$ cat src/rtl/extBusPkg.sv
package extBusPkg;

  typedef enum logic [2:0] {
    K_IDLE,
    K_FETCH_EXT,
    K_FETCH_LOC,
    K_DATA_RD,
    K_DATA_WR
  } accKind_t;

  typedef struct packed {
    logic ale;
    logic psenN;
    logic rdN;
    logic wrN;
    logic driveAddr;
    logic driveData;
    logic sample;
    logic p2Addr;
    logic loadFetch;
    logic loadData;
  } busStrobe_t;

endpackage

$ cat src/rtl/extBusCtrl.sv
module extBusCtrl
  import extBusPkg::*;
#(
  parameter int ADDR_W        = 16,
  parameter int STATE_CLKS    = 2,
  parameter int LOC_CODE_SIZE = 8192
) (
  input  logic              clk,
  input  logic              rstN,
  input  logic              extCodeSel,
  input  logic              fetchReq,
  input  logic [ADDR_W-1:0] fetchPc,
  input  logic              dataReq,
  input  logic              dataWrite,
  output busStrobe_t        stb,
  output logic              reqTaken,
  output logic              fetchLocal
);

  localparam int SLOT_LEN     = 3 * STATE_CLKS;
  localparam int CYCLE_LEN    = 2 * SLOT_LEN;
  localparam int PH_W         = $clog2(CYCLE_LEN);
  localparam int ADDR_END     = STATE_CLKS + STATE_CLKS / 2;
  localparam int DATA_STB_END = CYCLE_LEN - 1 - STATE_CLKS / 2;

  accKind_t kind, nextKind;
  logic [PH_W-1:0] ph, lastPh, stbEnd;
  logic isData, atEnd, localHit, strobeWin;

  assign isData   = (kind == K_DATA_RD) || (kind == K_DATA_WR);
  assign lastPh   = isData ? PH_W'(CYCLE_LEN - 1) : PH_W'(SLOT_LEN - 1);
  assign stbEnd   = isData ? PH_W'(DATA_STB_END) : PH_W'(SLOT_LEN - 1);
  assign atEnd    = (ph == lastPh);
  assign localHit = extCodeSel && ({1'b0, fetchPc} < (ADDR_W + 1)'(LOC_CODE_SIZE));

  always_comb begin
    if (dataReq)       nextKind = dataWrite ? K_DATA_WR : K_DATA_RD;
    else if (fetchReq) nextKind = localHit ? K_FETCH_LOC : K_FETCH_EXT;
    else               nextKind = K_IDLE;
  end

  always_ff @(posedge clk) begin
    if (!rstN) begin
      kind <= K_IDLE;
      ph   <= PH_W'(SLOT_LEN - 1);
    end else if (atEnd) begin
      kind <= nextKind;
      ph   <= '0;
    end else begin
      ph <= ph + 1'b1;
    end
  end

  assign strobeWin = (ph >= PH_W'(ADDR_END)) && (ph <= stbEnd);

  always_comb begin
    stb.ale       = (ph < PH_W'(STATE_CLKS));
    stb.psenN     = !((kind == K_FETCH_EXT) && strobeWin);
    stb.rdN       = !((kind == K_DATA_RD) && strobeWin);
    stb.wrN       = !((kind == K_DATA_WR) && strobeWin);
    stb.driveAddr = ((kind == K_FETCH_EXT) || isData) && (ph < PH_W'(ADDR_END));
    stb.driveData = (kind == K_DATA_WR) && (ph >= PH_W'(ADDR_END));
    stb.sample    = ((kind == K_FETCH_EXT) || (kind == K_DATA_RD)) && (ph == stbEnd);
    stb.p2Addr    = (kind == K_FETCH_EXT) || isData;
    stb.loadFetch = atEnd && ((nextKind == K_FETCH_EXT) || (nextKind == K_FETCH_LOC));
    stb.loadData  = atEnd && ((nextKind == K_DATA_RD) || (nextKind == K_DATA_WR));
  end

  assign reqTaken   = (kind != K_IDLE) && (ph == '0);
  assign fetchLocal = (kind == K_FETCH_LOC);

endmodule

$ cat src/rtl/extBusDp.sv
module extBusDp
  import extBusPkg::*;
#(
  parameter int ADDR_W = 16,
  parameter int DATA_W = 8
) (
  input  logic              clk,
  input  logic              rstN,
  input  busStrobe_t        stb,
  input  logic [ADDR_W-1:0] fetchPc,
  input  logic              dataWide,
  input  logic [ADDR_W-1:0] dataAddr,
  input  logic [DATA_W-1:0] dataWdata,
  input  logic [DATA_W-1:0] p2Sfr,
  input  logic [DATA_W-1:0] p0In,
  output logic [DATA_W-1:0] p0Out,
  output logic              p0Oe,
  output logic [DATA_W-1:0] p2Out,
  output logic [DATA_W-1:0] rdByte,
  output logic              rdValid
);

  localparam int HI_W = ADDR_W - DATA_W;

  logic [ADDR_W-1:0] addrReg;
  logic [DATA_W-1:0] wdReg;
  logic              wideReg;

  always_ff @(posedge clk) begin
    if (!rstN) begin
      addrReg <= '0;
      wdReg   <= '0;
      wideReg <= 1'b0;
      rdByte  <= '0;
      rdValid <= 1'b0;
    end else begin
      if (stb.loadFetch) begin
        addrReg <= fetchPc;
        wideReg <= 1'b1;
      end else if (stb.loadData) begin
        addrReg <= dataWide ? dataAddr : {{HI_W{1'b0}}, dataAddr[DATA_W-1:0]};
        wdReg   <= dataWdata;
        wideReg <= dataWide;
      end
      rdValid <= stb.sample;
      if (stb.sample) rdByte <= p0In;
    end
  end

  assign p0Oe  = stb.driveAddr || stb.driveData;
  assign p0Out = stb.driveAddr ? addrReg[DATA_W-1:0] : (stb.driveData ? wdReg : '0);
  assign p2Out = (stb.p2Addr && wideReg) ? addrReg[ADDR_W-1:DATA_W] : p2Sfr;

endmodule

$ cat src/rtl/extBusSeq.sv
module extBusSeq
  import extBusPkg::*;
#(
  parameter int ADDR_W        = 16,
  parameter int DATA_W        = 8,
  parameter int STATE_CLKS    = 2,
  parameter int LOC_CODE_SIZE = 8192
) (
  input  logic              clk,
  input  logic              rstN,
  input  logic              extCodeSel,
  input  logic              fetchReq,
  input  logic [ADDR_W-1:0] fetchPc,
  input  logic              dataReq,
  input  logic              dataWrite,
  input  logic              dataWide,
  input  logic [ADDR_W-1:0] dataAddr,
  input  logic [DATA_W-1:0] dataWdata,
  input  logic [DATA_W-1:0] p2Sfr,
  input  logic [DATA_W-1:0] p0In,
  output logic              ale,
  output logic              psenN,
  output logic              rdN,
  output logic              wrN,
  output logic [DATA_W-1:0] p0Out,
  output logic              p0Oe,
  output logic [DATA_W-1:0] p2Out,
  output logic              reqTaken,
  output logic              fetchLocal,
  output logic [DATA_W-1:0] rdByte,
  output logic              rdValid
);

  busStrobe_t stb;

  extBusCtrl #(
    .ADDR_W(ADDR_W), .STATE_CLKS(STATE_CLKS), .LOC_CODE_SIZE(LOC_CODE_SIZE)
  ) ctrl_i (
    .clk(clk), .rstN(rstN), .extCodeSel(extCodeSel), .fetchReq(fetchReq),
    .fetchPc(fetchPc), .dataReq(dataReq), .dataWrite(dataWrite),
    .stb(stb), .reqTaken(reqTaken), .fetchLocal(fetchLocal)
  );

  extBusDp #(
    .ADDR_W(ADDR_W), .DATA_W(DATA_W)
  ) dp_i (
    .clk(clk), .rstN(rstN), .stb(stb), .fetchPc(fetchPc), .dataWide(dataWide),
    .dataAddr(dataAddr), .dataWdata(dataWdata), .p2Sfr(p2Sfr), .p0In(p0In),
    .p0Out(p0Out), .p0Oe(p0Oe), .p2Out(p2Out), .rdByte(rdByte), .rdValid(rdValid)
  );

  assign ale   = stb.ale;
  assign psenN = stb.psenN;
  assign rdN   = stb.rdN;
  assign wrN   = stb.wrN;

endmodule

$ cat config.mk
export PLATFORM = sky130hd
export DESIGN_NAME = extBusSeq
export DESIGN_NICKNAME = d
export VERILOG_FILES = /design/src/rtl/extBusPkg.sv /design/src/rtl/extBusCtrl.sv /design/src/rtl/extBusDp.sv /design/src/rtl/extBusSeq.sv
export SDC_FILE = /design/constraint.sdc
export NUM_CORES = 1
export LEC_CHECK = 0
export BUFFER_PORTS_ARGS = -buffer_cell sky130_fd_sc_hd__clkbuf_2
export CAP_MARGIN = 10
export CORE_AREA = 2 2 71 73
export DETAILED_ROUTE_END_ITERATION = 10
export DIE_AREA = 0 0 73 75
export GPL_TIMING_DRIVEN = 0
export PLACE_DENSITY = 0.78
export SLEW_MARGIN = 40
export SYNTH_ARGS = -nofsm -noshare
export SYNTH_HDL_FRONTEND = slang
export SYNTH_HIERARCHICAL = 1
export SYNTH_SLANG_ARGS = --single-unit
$ cat constraint.sdc
create_clock -name clk -period 2.81 [get_ports clk]
set_input_delay 0 -clock clk [delete_from_list [all_inputs] [get_ports clk]]
set_output_delay 0 -clock clk [all_outputs]
set_load 0.03 [all_outputs]
==> reports/summary.txt <==
Total track usage -> 0.216
Clock skew -> 7.04 ps
Sink Count -> 41
ANT nets after route -> 0
TritonCTS clock tree -> done
Row count -> 25
Total gr overflow -> 0
Leak Pwr -> 1.39 nW
Period minus WS final -> 2640 ps
Hold Path Depth -> 3
Global placer's final weighted congestion -> 0.712
Non-filler instance count after layout -> 429
Yosys cell types -> 39
Cells after synthesis -> 232
Via Count -> 2163
Sequential share of the synthesized area -> 0.383
HPWL after DPL -> 3880 µm
# setup viols final -> 0
Flop-to-flop setup slack -> 170 ps
Int Pwr -> 0.00149 W
Clock share of power -> 0.207
Synth Warn # -> 6
Antenna violations before repair -> 0
Fmax -> 0.379 GHz
PortBufs -> 94
R2R depth -> 12
Post-synth top area cell -> dfxtp_1
Top post-synthesis cells by area -> dfxtp_1, mux2i_1, o21ai_0
CTS H-tree depth -> 2
Hold path endpoint -> dp_i/addrReg[2]$_SDFFE_PN0P_
Crit Path Class -> register to register
Inst Count DP -> 380
CP endpoint kind -> register
Filler cell count -> 371
Drt initial violations -> 92
Max-slew headroom -> 0.700
Sequential Power Share -> 0.349
VDD IR max -> 0.000395 V
Die X -> 73 µm
Mapped cell area -> 2140 µm²
CP required -> 2990 ps
Clk_lat worst skew -> 290 ps
Remaining DRCs -> 0
Die height -> 75 µm
First-pass GRT wire length -> 9290 µm
Area Overhead vs Synth -> 49.9%
ANT cells -> 0
Slew Viols, Final -> 0
Comb pwr share -> 0.443
Synthesis-stage register bit count -> 41
Vias per cell -> 5.04
Setup TNS -> 0 ps
Share of the synthesized area in the top cell type -> 0.383
Status -> complete, no violations
Crit Reg-Reg Endpoint -> dp_i/addrReg[8]$_SDFFE_PN0P_
Most common cell after layout, fill and taps aside -> clkbuf_2
Starting density of the core -> 0.460
CP Max Fanout -> 10
Tcrit/Tclk final -> 0.939
Root buf cell -> clkbuf_8
PwrDens -> 730 nW/µm²
Share of cells above drive strength 1 -> 0.357
Switching share of power -> 0.365
# IOs -> 95
Maximum buffer depth of the clock tree -> 2
Most frequent cells in the layout -> clkbuf_2, dlygate4sd3_1, dfxtp_1
Critical Path AT -> 2810 ps
Largest net degree at the start of global routing -> 13
Slew @ Worst Pin -> 446 ps
R2R Path Start -> ctrl_i/kind[0]$_SDFFE_PN0P_
Post-Route WL -> 5800 µm
Die ar. -> 5480 µm²
Core footprint -> 4660 µm²
Avg Inst Size Synth -> 9.24 µm²
Worst hold start -> dataAddr[2]
RSZ-0062 raised after global routing -> false
Worst hold path type -> primary input to register
Number of global-route vias before repair -> 2159
Final hold viol count -> 0
P_sw -> 0.000856 W
CTS buffer count -> 5
Syn Nets -> 302
Maxcap violations -> 0
Worst setup SP type -> register
Post-DR wirelength/cell -> 13.5 µm
Clock Pin Slew Worst Setup and Hold Paths -> 80 ps
Pre-antenna DRT Iters -> 4
Final net count -> 444
==> worst max-delay path, cell delays in order (launching register included) <==
cell and delay (ps):
dfxtp_2 360, or3b_4 410, nand2_1 110, inv_2 70, ha_1 300, and4_1 200
buf_4 150, and2_1 170, buf_6 160, and2_4 160, buf_6 140, a221oi_2 210
nor2_1 80
==> power by group through the flow <==
stage / combinational [W] / sequential, W / clock [W]
final: 0.00104 / 0.000820 / 0.000486
after global routing: 0.00114 / 0.000837 / 0.000517
after CTS: 0.00104 / 0.000817 / 0.000496
after detailed placement: 0.000994 / 0.000827 / 0
after global placement: 0.000968 / 0.000824 / 0
after floorplan: 0.000748 / 0.000829 / 0
==> stage by stage <==
| stage | cell area [µm²] | hold slack (ps) | worst slack (ps) | total power, W | util |
|---|---|---|---|---|---|
| 2_1_floorplan | 2140 | 70.0 | 294 | 0.00158 | - |
| 3_3_place_gp | 2680 | 234 | 148 | 0.00179 | 0.575 |
| 3_5_place_dp | 2680 | 246 | 100 | 0.00182 | 0.575 |
| 4_1_cts | 3210 | 1.97 | 87.6 | 0.00236 | 0.688 |
| 5_1_grt | 3210 | 28.6 | 15.3 | 0.00250 | 0.689 |
| 6_report | 3210 | 2.79 | 172 | 0.00235 | 0.689 |
==> worst max path at each step <==
stage / start / endpoint / slack [ps]
floorplan: ctrl_i/kind[2]$_SDFFE_PN0P_ / dp_i/addrReg[15]$_SDFFE_PN0P_ / 290
global placement: ctrl_i/kind[2]$_SDFFE_PN0P_ / dp_i/addrReg[15]$_SDFFE_PN0P_ / 150
detailed placement: ctrl_i/kind[2]$_SDFFE_PN0P_ / dp_i/addrReg[15]$_SDFFE_PN0P_ / 100
CTS: ctrl_i/kind[2]$_SDFFE_PN0P_ / dp_i/addrReg[15]$_SDFFE_PN0P_ / 90
global route: ctrl_i/kind[2]$_SDFFE_PN0P_ / dp_i/addrReg[8]$_SDFFE_PN0P_ / 20
finish: ctrl_i/kind[0]$_SDFFE_PN0P_ / dp_i/addrReg[8]$_SDFFE_PN0P_ / 170
==> registers in the layout, summed over array words and instances, names as in the netlist <==
register and flops:
dp_i/addrReg 16, dp_i/wideReg 1, ctrl_i/ph 4, ctrl_i/kind 3
dp_i/wdReg 8, dp_i/rdValid 1, dp_i/rdByte 8
==> synthesized netlist by cell type, drive strengths merged <==
cell type	number
nor3	5
nand3b	3
or2b	1
and4	2
a31oi	2
ha	7
inv	6
clkbuf	6
dfxtp	41
a21oi	10
a211o	1
mux2i	24
nor4b	2
nand2	23
nand4	1
o21a	1
mux2	8
xnor2	1
or2	1
nor2	10
and3	1
or3b	1
nand3	3
nor2b	20
o22ai	1
a221oi	8
and2	5
xor2	1
a21boi	1
buf	7
o21ai	28
nor3b	1
==> logic make-up after synthesis <==
family / Yosys count / synth area share
xor gates and xnor gates: 2 / 0.00817
and+or+nand+nor: 79 / 0.200
muxes: 32 / 0.154
AOI/OAI and AO/OA: 52 / 0.165
buffers and inverters: 19 / 0.0490
adders and majority gates: 7 / 0.0409
DFF: 41 / 0.383
==> layer usage <==
metal	vias up	GRT usage	share of wire
li1	1098	-	-
met1	981	0.246	0.43
met2	78	0.408	0.51
met3	6	0.0442	0.055
met4	0	0.0556	0.0093
met5	-	0	0
==> repair_timing <==
action,CTS,global route
endpoints found under the hold margin,32,0
hold buffers,41,0
setup endpoints to repair,0,20
buffers inserted,0,0
resized for setup,0,5
==> final cells by class <==
| type | instances | area [µm²] | share of cell area |
|---|---|---|---|
| clock inverter | 1 | 30.0 | 0.00935 |
| buffer | 13 | 82.6 | 0.0257 |
| tap | 54 | 67.6 | 0.0210 |
| timing repair buffer | 135 | 881 | 0.274 |
| inverter | 6 | 22.5 | 0.00701 |
| clock buffer | 7 | 86.3 | 0.0269 |
| multi-input combinational | 172 | 1220 | 0.379 |
| sequential | 41 | 826 | 0.257 |
Power figures use the tool's default switching activity.
